File: src/rtl/csm_pkg.sv
package csm_pkg;
  function automatic int prod_width(input int op_w, input int mc_w);
    return op_w + mc_w + 1;
  endfunction

  function automatic int prefix_levels(input int w);
    int l;
    l = 0;
    while ((1 << l) < w) l++;
    return (l < 1) ? 1 : l;
  endfunction
endpackage

File: src/rtl/csm_ha.sv
module csm_ha (
  input  logic a_i,
  input  logic b_i,
  output logic s_o,
  output logic c_o
);
  assign s_o = a_i ^ b_i;
  assign c_o = a_i & b_i;
endmodule

File: src/rtl/csm_fa.sv
module csm_fa (
  input  logic a_i,
  input  logic b_i,
  input  logic c_i,
  output logic s_o,
  output logic c_o
);
  assign s_o = a_i ^ b_i ^ c_i;
  assign c_o = (a_i & b_i) | (a_i & c_i) | (b_i & c_i);
endmodule

File: src/rtl/csm_dc_recode.sv
// Turns each sum/carry pair into a digit bit and a delayed-carry bit (weight x2).
module csm_dc_recode #(
  parameter int OP_W = 8
) (
  input  logic [OP_W-1:0] sum_i,
  input  logic [OP_W-1:0] car_i,
  output logic [OP_W-1:0] dig_o,
  output logic [OP_W-1:0] ecar_o
);
  for (genvar i = 0; i < OP_W; i++) begin : g_ha
    csm_ha u_ha (
      .a_i (sum_i[i]),
      .b_i (car_i[i]),
      .s_o (dig_o[i]),
      .c_o (ecar_o[i])
    );
  end
endmodule

File: src/rtl/csm_pp_gen.sv
// Merged partial products: digit and delayed carry are exclusive, so OR suffices.
module csm_pp_gen #(
  parameter int OP_W = 8,
  parameter int MC_W = 8,
  parameter int PW   = OP_W + MC_W + 1
) (
  input  logic [OP_W-1:0]    dig_i,
  input  logic [OP_W-1:0]    ecar_i,
  input  logic [MC_W-1:0]    mcand_i,
  output logic [OP_W*PW-1:0] rows_o
);
  logic [MC_W+1:0] mc_ext;
  assign mc_ext = {1'b0, mcand_i, 1'b0};

  for (genvar i = 0; i < OP_W; i++) begin : g_row
    logic [PW-1:0] row;
    always_comb begin
      row = '0;
      for (int j = 0; j <= MC_W; j++) begin
        row[i+j] = (dig_i[i] & mc_ext[j+1]) | (ecar_i[i] & mc_ext[j]);
      end
    end
    assign rows_o[i*PW +: PW] = row;
  end
endmodule

File: src/rtl/csm_csa_array.sv
// Linear carry-save array: each stage absorbs one row with FA where it is live, HA elsewhere.
module csm_csa_array #(
  parameter int OP_W = 8,
  parameter int MC_W = 8,
  parameter int PW   = OP_W + MC_W + 1
) (
  input  logic [OP_W*PW-1:0] rows_i,
  output logic [PW-1:0]      tree_s_o,
  output logic [PW-1:0]      tree_c_o
);
  logic [PW-1:0] acc_s [OP_W];
  logic [PW-1:0] acc_c [OP_W];

  assign acc_s[0] = rows_i[0 +: PW];
  assign acc_c[0] = '0;

  for (genvar k = 1; k < OP_W; k++) begin : g_stage
    if (k == 1) begin : g_first
      assign acc_s[1] = acc_s[0];
      assign acc_c[1] = rows_i[PW +: PW];
    end else begin : g_cmp
      logic [PW-1:0] row_k;
      logic [PW-1:0] ns;
      logic [PW-1:0] cy;
      assign row_k = rows_i[k*PW +: PW];
      for (genvar col = 0; col < PW; col++) begin : g_col
        if (col == PW - 1) begin : g_top
          assign ns[col] = acc_s[k-1][col] ^ acc_c[k-1][col] ^ row_k[col];
          assign cy[col] = 1'b0;
        end else if (col >= k && col <= k + MC_W) begin : g_full
          csm_fa u_fa (
            .a_i (acc_s[k-1][col]),
            .b_i (acc_c[k-1][col]),
            .c_i (row_k[col]),
            .s_o (ns[col]),
            .c_o (cy[col])
          );
        end else begin : g_half
          csm_ha u_ha (
            .a_i (acc_s[k-1][col]),
            .b_i (acc_c[k-1][col]),
            .s_o (ns[col]),
            .c_o (cy[col])
          );
        end
      end
      assign acc_s[k] = ns;
      assign acc_c[k] = {cy[PW-2:0], 1'b0};
    end
  end

  assign tree_s_o = acc_s[OP_W-1];
  assign tree_c_o = acc_c[OP_W-1];
endmodule

File: src/rtl/csm_prefix_add.sv
// Radix-2 minimum-depth prefix adder (unbounded fanout), generate/propagate pairs.
module csm_prefix_add #(
  parameter int W = 17
) (
  input  logic [W-1:0] a_i,
  input  logic [W-1:0] b_i,
  output logic [W-1:0] sum_o
);
  localparam int LV = csm_pkg::prefix_levels(W);

  logic [W-1:0] g [LV+1];
  logic [W-1:0] p [LV+1];

  assign g[0] = a_i & b_i;
  assign p[0] = a_i ^ b_i;

  for (genvar l = 0; l < LV; l++) begin : g_lvl
    for (genvar i = 0; i < W; i++) begin : g_bit
      if (((i >> l) & 1) == 1) begin : g_node
        localparam int J = ((i >> l) << l) - 1;
        assign g[l+1][i] = g[l][i] | (p[l][i] & g[l][J]);
        assign p[l+1][i] = p[l][i] & p[l][J];
      end else begin : g_pass
        assign g[l+1][i] = g[l][i];
        assign p[l+1][i] = p[l][i];
      end
    end
  end

  assign sum_o[0] = p[0][0];
  for (genvar i = 1; i < W; i++) begin : g_sum
    assign sum_o[i] = p[0][i] ^ g[LV][i-1];
  end
endmodule

File: src/rtl/csm_mult.sv
module csm_mult #(
  parameter int OP_W = 8,
  parameter int MC_W = 8
) (
  input  logic [OP_W-1:0]      sum_i,
  input  logic [OP_W-1:0]      car_i,
  input  logic [MC_W-1:0]      mcand_i,
  output logic [OP_W+MC_W:0]   prod_o
);
  localparam int PW = csm_pkg::prod_width(OP_W, MC_W);

  logic [OP_W-1:0]    dig_w;
  logic [OP_W-1:0]    ecar_w;
  logic [OP_W*PW-1:0] pp_rows;
  logic [PW-1:0]      tree_s;
  logic [PW-1:0]      tree_c;

  csm_dc_recode #(.OP_W(OP_W)) u_rec (
    .sum_i  (sum_i),
    .car_i  (car_i),
    .dig_o  (dig_w),
    .ecar_o (ecar_w)
  );

  csm_pp_gen #(.OP_W(OP_W), .MC_W(MC_W), .PW(PW)) u_pp (
    .dig_i   (dig_w),
    .ecar_i  (ecar_w),
    .mcand_i (mcand_i),
    .rows_o  (pp_rows)
  );

  csm_csa_array #(.OP_W(OP_W), .MC_W(MC_W), .PW(PW)) u_csa (
    .rows_i   (pp_rows),
    .tree_s_o (tree_s),
    .tree_c_o (tree_c)
  );

  csm_prefix_add #(.W(PW)) u_cpa (
    .a_i   (tree_s),
    .b_i   (tree_c),
    .sum_o (prod_o)
  );
endmodule

File: config.mk
export PLATFORM = sky130hd
export DESIGN_NAME = csm_mult
export DESIGN_NICKNAME = d
export VERILOG_FILES = /design/src/rtl/csm_pkg.sv /design/src/rtl/csm_ha.sv /design/src/rtl/csm_fa.sv /design/src/rtl/csm_dc_recode.sv /design/src/rtl/csm_pp_gen.sv /design/src/rtl/csm_csa_array.sv /design/src/rtl/csm_prefix_add.sv /design/src/rtl/csm_mult.sv
export SDC_FILE = /design/constraint.sdc
export NUM_CORES = 1
export LEC_CHECK = 0
export ABC_AREA = 1
export ABC_CLOCK_PERIOD_IN_PS = 8240
export BUFFER_PORTS_ARGS = -buffer_cell sky130_fd_sc_hd__buf_2
export CAP_MARGIN = 0
export CELL_PAD_IN_SITES_DETAIL_PLACEMENT = 0
export CELL_PAD_IN_SITES_GLOBAL_PLACEMENT = 1
export CORE_MARGIN = 4
export CORE_UTILIZATION = 44
export DETAILED_ROUTE_END_ITERATION = 16
export PLACE_DENSITY = 0.9
export SYNTH_ARGS = -nofsm -noshare
export SYNTH_HDL_FRONTEND = slang
export SYNTH_SLANG_ARGS = --single-unit
File: constraint.sdc
create_clock -name vclk -period 8.24
set_input_delay 1.648 -clock vclk [all_inputs]
set_output_delay 1.648 -clock vclk [all_outputs]
set_load 0.1 [all_outputs]
==> metrics.txt, run 1 <==
status complete, no violations; minimum clock period 8.03 ns; biggest area consumer among synthesized cells fa_1; via count 2,139; slowest CP cell fa_2; max cap viols 0; pin count of the biggest net entering global routing 14; family with the most delay on the worst path adder cells; share of post-route cells with drive strength above 1 25.3%; drt initial violations 98; ant diodes 0; wire length per cell 11.9 um; worst slew pin tran 0.485 ns; post-DP HPWL 4.51 mm; DRC viols 0; Max-slew headroom 67.9%; floorplan core area 5200 um^2; fin cells 434; Post-Syn Area per Cell 7.60 um^2; Layout Area Growth over Synthesis 26.9%; row count 26; Total Wirelength 5.14 mm; Synth warnings 0; clock buffers 0; number of global-route vias before repair 2,250; post-synth net total 414; router iterations before antenna repair 4; HP Start mcand_i[0]; crit-path max cell delay 0.54 ns; Data arrival, critical path 6.38 ns; Routed Antenna Nets 0; IO Pins 41; Post-Syn Area 2420 um^2; startpoint class of the critical path input pin; Gate Count Post-Synth 318; routability cong. 0.777; Synth area leaders fa_1, inv_1, o22ai_1, ha_1, nand2_1; worst path bufs/invs 7; fin. max-slew vios 0; Die X 82.1 um; total grt overflow 0; Hold Path Stages 5; CP cell instances buf_2 > ha_1 > inv_2 > o22ai_2 > inv_1 > fa_1 > fa_1 > fa_2 > fa_1 > fa_1 > inv_1 > fa_1 > buf_4 > buf_4 > fa_2 > xor2_4 > buf_12; Worst Hold Slack 3.93 ns; Total Die Area 6740 um^2; seq_cells 0; initial antenna violation count 0; most common cell in the netlist inv_1; Levels on crit path 17; sequential cell area 0 um^2; CP Launch Point sum_i[1]; cts hold-fix bufs 0; final net count 462; register area share after synthesis 0%; Final period util 97.4%; Crit Path Max Fanout 7; endpoints failing hold 0; post-synth top area share 39.8%; # port buffers 41; Crit path top cell by count fa_1; placed insts 431; worst min-delay path class input pin to primary output; via density per instance 4.93; gr usage total 16.7%; f_max 125 MHz; Die Y 82.1 um; CP Class input pin to primary output; final setup violation count 0; Req. time, crit path 6.59 ns; Initial Utilization 46.4%; global-route wire length before repair 9.31 mm; commonest cells in the synthesized netlist inv_1, o22ai_1, fa_1; count of cell types in the netlist 16; CP endpoint kind primary output
==> logic make-up after synthesis <==
group | after synthesis | share of synthesized area (%)
buffers and inverters | 129 | 21.5
AOI/OAI and AO/OA | 59 | 15.1
adders and majority gates | 72 | 52.2
xor gates and xnor gates | 3 | 1.09
and+or+nand+nor | 55 | 10.1
==> final timing paths <==
kind / end / slack, ns
setup / recovery: prod_o[9] / 0.21
hold / removal: prod_o[0] / 3.93
==> routing by layer <==
| metal | up-vias | share of wire (%) | wire length (um) | GRT usage (%) |
|---|---|---|---|---|
| met5 | - | 0 | 0 | 0 |
| met4 | 0 | 0 | 0 | 0.166 |
| met1 | 1012 | 46 | 2350 | 23.2 |
| li1 | 1077 | - | - | - |
| met3 | 0 | 4.8 | 247 | 1.08 |
| met2 | 50 | 50 | 2550 | 30.2 |
==> worst min-delay path, cell delays in order <==
cell and delay, ns:
buf_2 0.11, buf_4 0.16, nand2_1 0.06, inv_1 0.03, buf_2 0.28
==> what timing repair did <==
action	in CTS	in global routing
pin swaps	0	13
setup endpoints to repair	1	9
buffers inserted	0	3
resized for setup	1	16
==> stage by stage <==
step                worst slack [ns]  instance area [um^2]  util, %   TNS, ns
global route                -0.00509                  3070     58.9  -0.00509
global placement              0.0420                  2940     56.5         0
floorplan                     -0.171                  2480        -    -0.327
CTS                           0.0178                  2940     56.6         0
finish                         0.212                  3070     58.9         0
detailed placement            0.0176                  2940     56.5         0
==> cell usage in the layout, fill, tap and decap left out, types with 2 or more instances in the layout <==
cell type / instances
nand2_1: 34
nand2_2: 7
fa_1: 45
a21oi_2: 2
nand3_2: 3
buf_4: 20
inv_1: 110
ha_1: 18
xor2_4: 2
ha_4: 6
inv_2: 4
buf_2: 32
nand4_1: 3
o22ai_1: 55
fa_2: 3
buf_12: 9
nand3_1: 5
==> layout make-up <==
class	instances	area (um^2)
fill	477	2140
inverter	114	428
multi-input combinational	189	2060
tap	70	87.6
timing repair buffer	61	490
Power of run 1 is not shown: default switching activity piles up to over one toggle a cycle in this logic, so the estimate is an artifact.
==> inputs of run 2 (changes only) <==
==> constraint.sdc (replaced) <==
create_clock -name vclk -period 8.24
set_input_delay 1.648 -clock vclk [all_inputs]
set_output_delay 1.648 -clock vclk [all_outputs]
set_load 0.01 [all_outputs]
==> metrics.txt, run 2 (synthesis gave the netlist of run 1 again) <==
status complete, no violations; wire length per cell 11.9 um (+0.35%); crit-path max cell delay 0.57 ns (+0.03 ns); worst min-delay path class input pin to primary output; Initial Utilization 46.4% (unchanged); fin area 2760 um^2 (-10%); number of global-route vias before repair 2,079 (-7.6%); filler instances 513 (+7.5%); routability cong. 0.798 (+2.6%); CP Class input pin to primary output; Max-slew headroom 69.7% (+1.8 points); clock buffers 0 (unchanged); HP Start car_i[0]; endpoints failing hold 0 (unchanged); # port buffers 41 (unchanged); row count 26 (unchanged); Layout Area Growth over Synthesis 14.0%; Crit Path Max Fanout 4 (-3); final net count 451 (-2.4%); placed insts 422 (-2.1%); global-route wire length before repair 8.71 mm (-6.4%); Final WS setup 0.233 ns (+0.0209 ns); share of post-route cells with drive strength above 1 19.5% (-5.7 points); Multi-input gate area 1970 um^2 (-4.6%); placed cell areas 2680 um^2 (-9.0%); f_max 125 MHz (+0.26%); drt initial violations 130 (+33%); hold path endpoint prod_o[0]; CP endpoint kind primary output; max cap viols 0 (unchanged); slowest CP cell fa_1; worst slew pin tran 0.454 ns (-0.0306 ns); Total Die Area 6740 um^2 (unchanged); Crit path top cell by count fa_1; total grt overflow 0 (unchanged); Final period util 97.2% (-0.25 points); cts hold-fix bufs 0 (unchanged); startpoint class of the critical path input pin; worst path bufs/invs 5 (-2); minimum clock period 8.01 ns (-0.0209 ns); floorplan core area 5200 um^2 (unchanged); sequential cell area 0 um^2 (unchanged); fin cells 423 (-2.5%); ant diodes 0 (unchanged); commonest non-fill, non-tap cell in the layout inv_1; DRC viols 0 (unchanged); final setup violation count 0 (unchanged); via count 2,105 (-1.6%); router iterations before antenna repair 4 (unchanged); Levels on crit path 20 (+3); commonest non-fill, non-tap cells in the layout inv_1, o22ai_1, fa_1; fin. max-slew vios 0 (unchanged); Data arrival, critical path 6.36 ns (-0.02 ns); Die X 82.1 um (unchanged); seq_cells 0 (unchanged); pin count of the biggest net entering global routing 17 (+3); CP cell instances buf_2 > ha_1 > inv_1 > o22ai_1 > inv_1 > fa_1 > fa_1 > fa_1 > fa_1 > fa_1 > inv_1 > fa_1 > ha_4 > nand2_1 > nor2_4 > nand3_1 > nand3_1 > nand2_1 > nand2_1 > buf_2; via density per instance 4.98 (+0.97%); Die Y 82.1 um (unchanged); Total Wirelength 5.03 mm (-2.2%); initial antenna violation count 0 (unchanged); Req. time, crit path 6.59 ns (about the same); Final TNS setup 0 ns (unchanged); IO Pins 41 (unchanged); gr usage total 15.9% (-0.81 points); post-DP HPWL 4.33 mm (-4.1%); DP Worst Slack 0.0413 ns (+0.0238 ns); Hold Path Stages 5 (unchanged); Routed Antenna Nets 0 (unchanged); family with the most delay on the worst path adder cells
[run 2: cell count changes in the layout (fill, tap and decap cells not counted), sizes merged]
cell,before,now
buf,61,50
[run 2: cell type report]
class	count	area share, %
inverters	114	15.5
repair buffers	50	9.90
well taps	70	3.18
multi-input cells	189	71.4
[run 2: stage by stage]
| stage | hold WS (ns) | util [%] |
|---|---|---|
| 6_report | 3.74 | 52.9 |
| 5_1_grt | 3.79 | 52.9 |
| 4_1_cts | 3.72 | 51.4 |
| 3_5_place_dp | 3.72 | 51.4 |
| 3_3_place_gp | 3.70 | 51.4 |
| 2_1_floorplan | 3.59 | - |
[run 2: routing by layer]
metal  global-route usage [%]  up-vias  share of wire, %
met3                    0.217        4               5.6
li1                         -     1051                 -
met2                     27.8       52                48
met1                     22.9      998                45
met5                        0        -                 0
met4                     1.50        0              0.87
[run 2: worst max-delay path by stage]
| stage | startpoint | endpoint | slack, ns |
|---|---|---|---|
| 6_report | sum_i[1] | prod_o[14] | 0.23 |
| 5_1_grt | sum_i[2] | prod_o[14] | -0.02 |
| 4_1_cts | sum_i[2] | prod_o[15] | 0.04 |
| 3_5_place_dp | sum_i[2] | prod_o[15] | 0.04 |
| 3_3_place_gp | sum_i[0] | prod_o[9] | 0.07 |
| 2_1_floorplan | sum_i[1] | prod_o[12] | 0.44 |
[run 2: timing repair]
action	in CTS	in global routing
setup buffers	0	1
resized for setup	0	14
endpoints found under the hold margin	0	0
setup endpoints to repair	0	9
Power of run 2 is left out for the same reason.
==> inputs of run 3 (changes only) <==
==> constraint.sdc (replaced) <==
create_clock -name vclk -period 8.24
set_input_delay 1.236 -clock vclk [all_inputs]
set_output_delay 1.236 -clock vclk [all_outputs]
set_load 0.01 [all_outputs]
==> metrics.txt, run 3 (synthesis gave the netlist of run 1 again) <==
slowest CP cell fa_1; commonest non-fill, non-tap cell in the layout inv_1; floorplan core area 5200 um^2 (unchanged); router iterations before antenna repair 4 (unchanged); f_max 136 MHz (+8.6%); pwr dens 443 nW/um^2; endpoints failing hold 0 (unchanged); worst slew pin tran 0.497 ns (+0.0427 ns); Crit path top cell by count fa_1; global-route wire length before repair 8.66 mm (-0.63%); wire length per cell 11.6 um (-2.5%); Psw 671 uW; gr usage total 15.7% (-0.18 points); post-DP HPWL 4.24 mm (-2.1%); Max-slew headroom 66.8% (-2.9 points); Crit Path Max Fanout 7 (+3); via count 2,093 (-0.57%); Net Sw Frac 57.8%; Total Wirelength 4.81 mm (-4.3%); worst min-delay path class input pin to primary output; met1 track demand over resource 23.6% (+0.67 points); total grt overflow 0 (unchanged); fin. max-slew vios 0 (unchanged); CP Class input pin to primary output; Initial Utilization 46.4% (unchanged); pin count of the biggest net entering global routing 17 (unchanged); drt initial violations 137 (+5.4%); Total Die Area 6740 um^2 (unchanged); Final WS setup 0.864 ns (+0.631 ns); share of post-route cells with drive strength above 1 14.2% (-5.3 points); Final TNS setup 0 ns (unchanged); Int Pwr 491 uW; row count 26 (unchanged); Resized Gates After CTS 0 (unchanged); routability cong. 0.828 (+3.8%); clock buffers 0 (unchanged); Layout Area Growth over Synthesis 8.59%; number of global-route vias before repair 2,052 (-1.3%); Setup Buffers After CTS 0 (unchanged); via density per instance 5.04 (+1.3%); final net count 443 (-1.8%); IO Pins 41 (unchanged); Routed Antenna Nets 0 (unchanged); Die Y 82.1 um (unchanged); max cap viols 0 (unchanged); DRC viols 0 (unchanged); Reg power frac 0%; clock share of power 0%; Comb power frac 100.0%; # port buffers 41 (unchanged); leakage power 0.00148 uW; crit-path max cell delay 0.54 ns (-0.03 ns); sequential cell area 0 um^2 (unchanged); seq_cells 0 (unchanged); ant diodes 0 (unchanged); initial antenna violation count 0 (unchanged); RSZ-0062 raised after global routing no; CP endpoint kind primary output; met2 GRT Util 27.1% (-0.65 points); Final period util 89.5% (-7.7 points); peak supply drop 0.240 mV; Data arrival, critical path 6.14 ns (-0.22 ns); Die X 82.1 um (unchanged); Global Route met3 Usage 0.108% (-0.11 points); minimum clock period 7.38 ns (-0.631 ns); CP cell instances buf_2 > ha_1 > inv_1 > o22ai_1 > inv_1 > fa_1 > fa_1 > fa_1 > fa_1 > fa_1 > inv_1 > fa_1 > ha_1 > nand2_1 > nor2_2 > nand3_1 > nand3_2 > nand2_1 > nand2_1 > buf_2; final setup violation count 0 (unchanged); DP Worst Slack 0.849 ns (+0.807 ns); Req. time, crit path 7.00 ns (+0.41 ns); GR peak layer met2; status complete, no violations; commonest non-fill, non-tap cells in the layout inv_1, o22ai_1, fa_1; startpoint class of the critical path input pin; cts hold-fix bufs 0 (unchanged)
[run 3: cell count changes in the layout (fill, tap and decap cells not counted), sizes merged]
cell / change
buf: -8
[run 3: area by class of cell]
| type | count | area, um^2 |
|---|---|---|
| fill | 552 | 2580 |
| inverter | 114 | 428 |
| multi-input combinational | 189 | 1900 |
| tap | 70 | 87.6 |
| timing repair buffer | 42 | 213 |
[run 3: power groups by stage]
stage	sequential (uW)	combinational, uW	clock, uW
2_1_floorplan	0	917	0
3_3_place_gp	0	1170	0
3_5_place_dp	0	1190	0
4_1_cts	0	1190	0
5_1_grt	0	1380	0
6_report	0	1160	0
[run 3: path summary, 6_finish.rpt]
path / start / slack [ns] / end / depth (start not counted)
max: sum_i[2] / 0.86 / prod_o[15] / 20
min: mcand_i[0] / 2.87 / prod_o[0] / 4
[run 3: layer usage]
layer	routed length, um	vias up	part of all wire (%)
met2	2220	53	46
met4	0	0	0
met3	234	0	4.9
li1	-	1041	-
met5	0	-	0
met1	2350	999	49
[run 3: worst max-delay path: cells and delay by family]
| kind | cells | cell delay, ns |
|---|---|---|
| adder cells (fa/ha/maj) | 8 | 3.69 |
| AND/OR/NAND/NOR | 6 | 0.55 |
| buffers and inverters | 5 | 0.54 |
| AO/OA/AOI/OAI | 1 | 0.11 |
[run 3: through the flow]
step	instance area, um^2	total power (uW)	utilization, %	std cells	hold WS (ns)
global placement	2630	1170	50.4	415	2.87
floorplan	2420	917	-	318	2.77
global route	2630	1380	50.4	415	2.89
detailed placement	2630	1190	50.4	415	2.87
finish	2630	1160	50.4	415	2.87
CTS	2630	1190	50.4	415	2.87
Note: power is estimated with default switching activity, not from simulation.
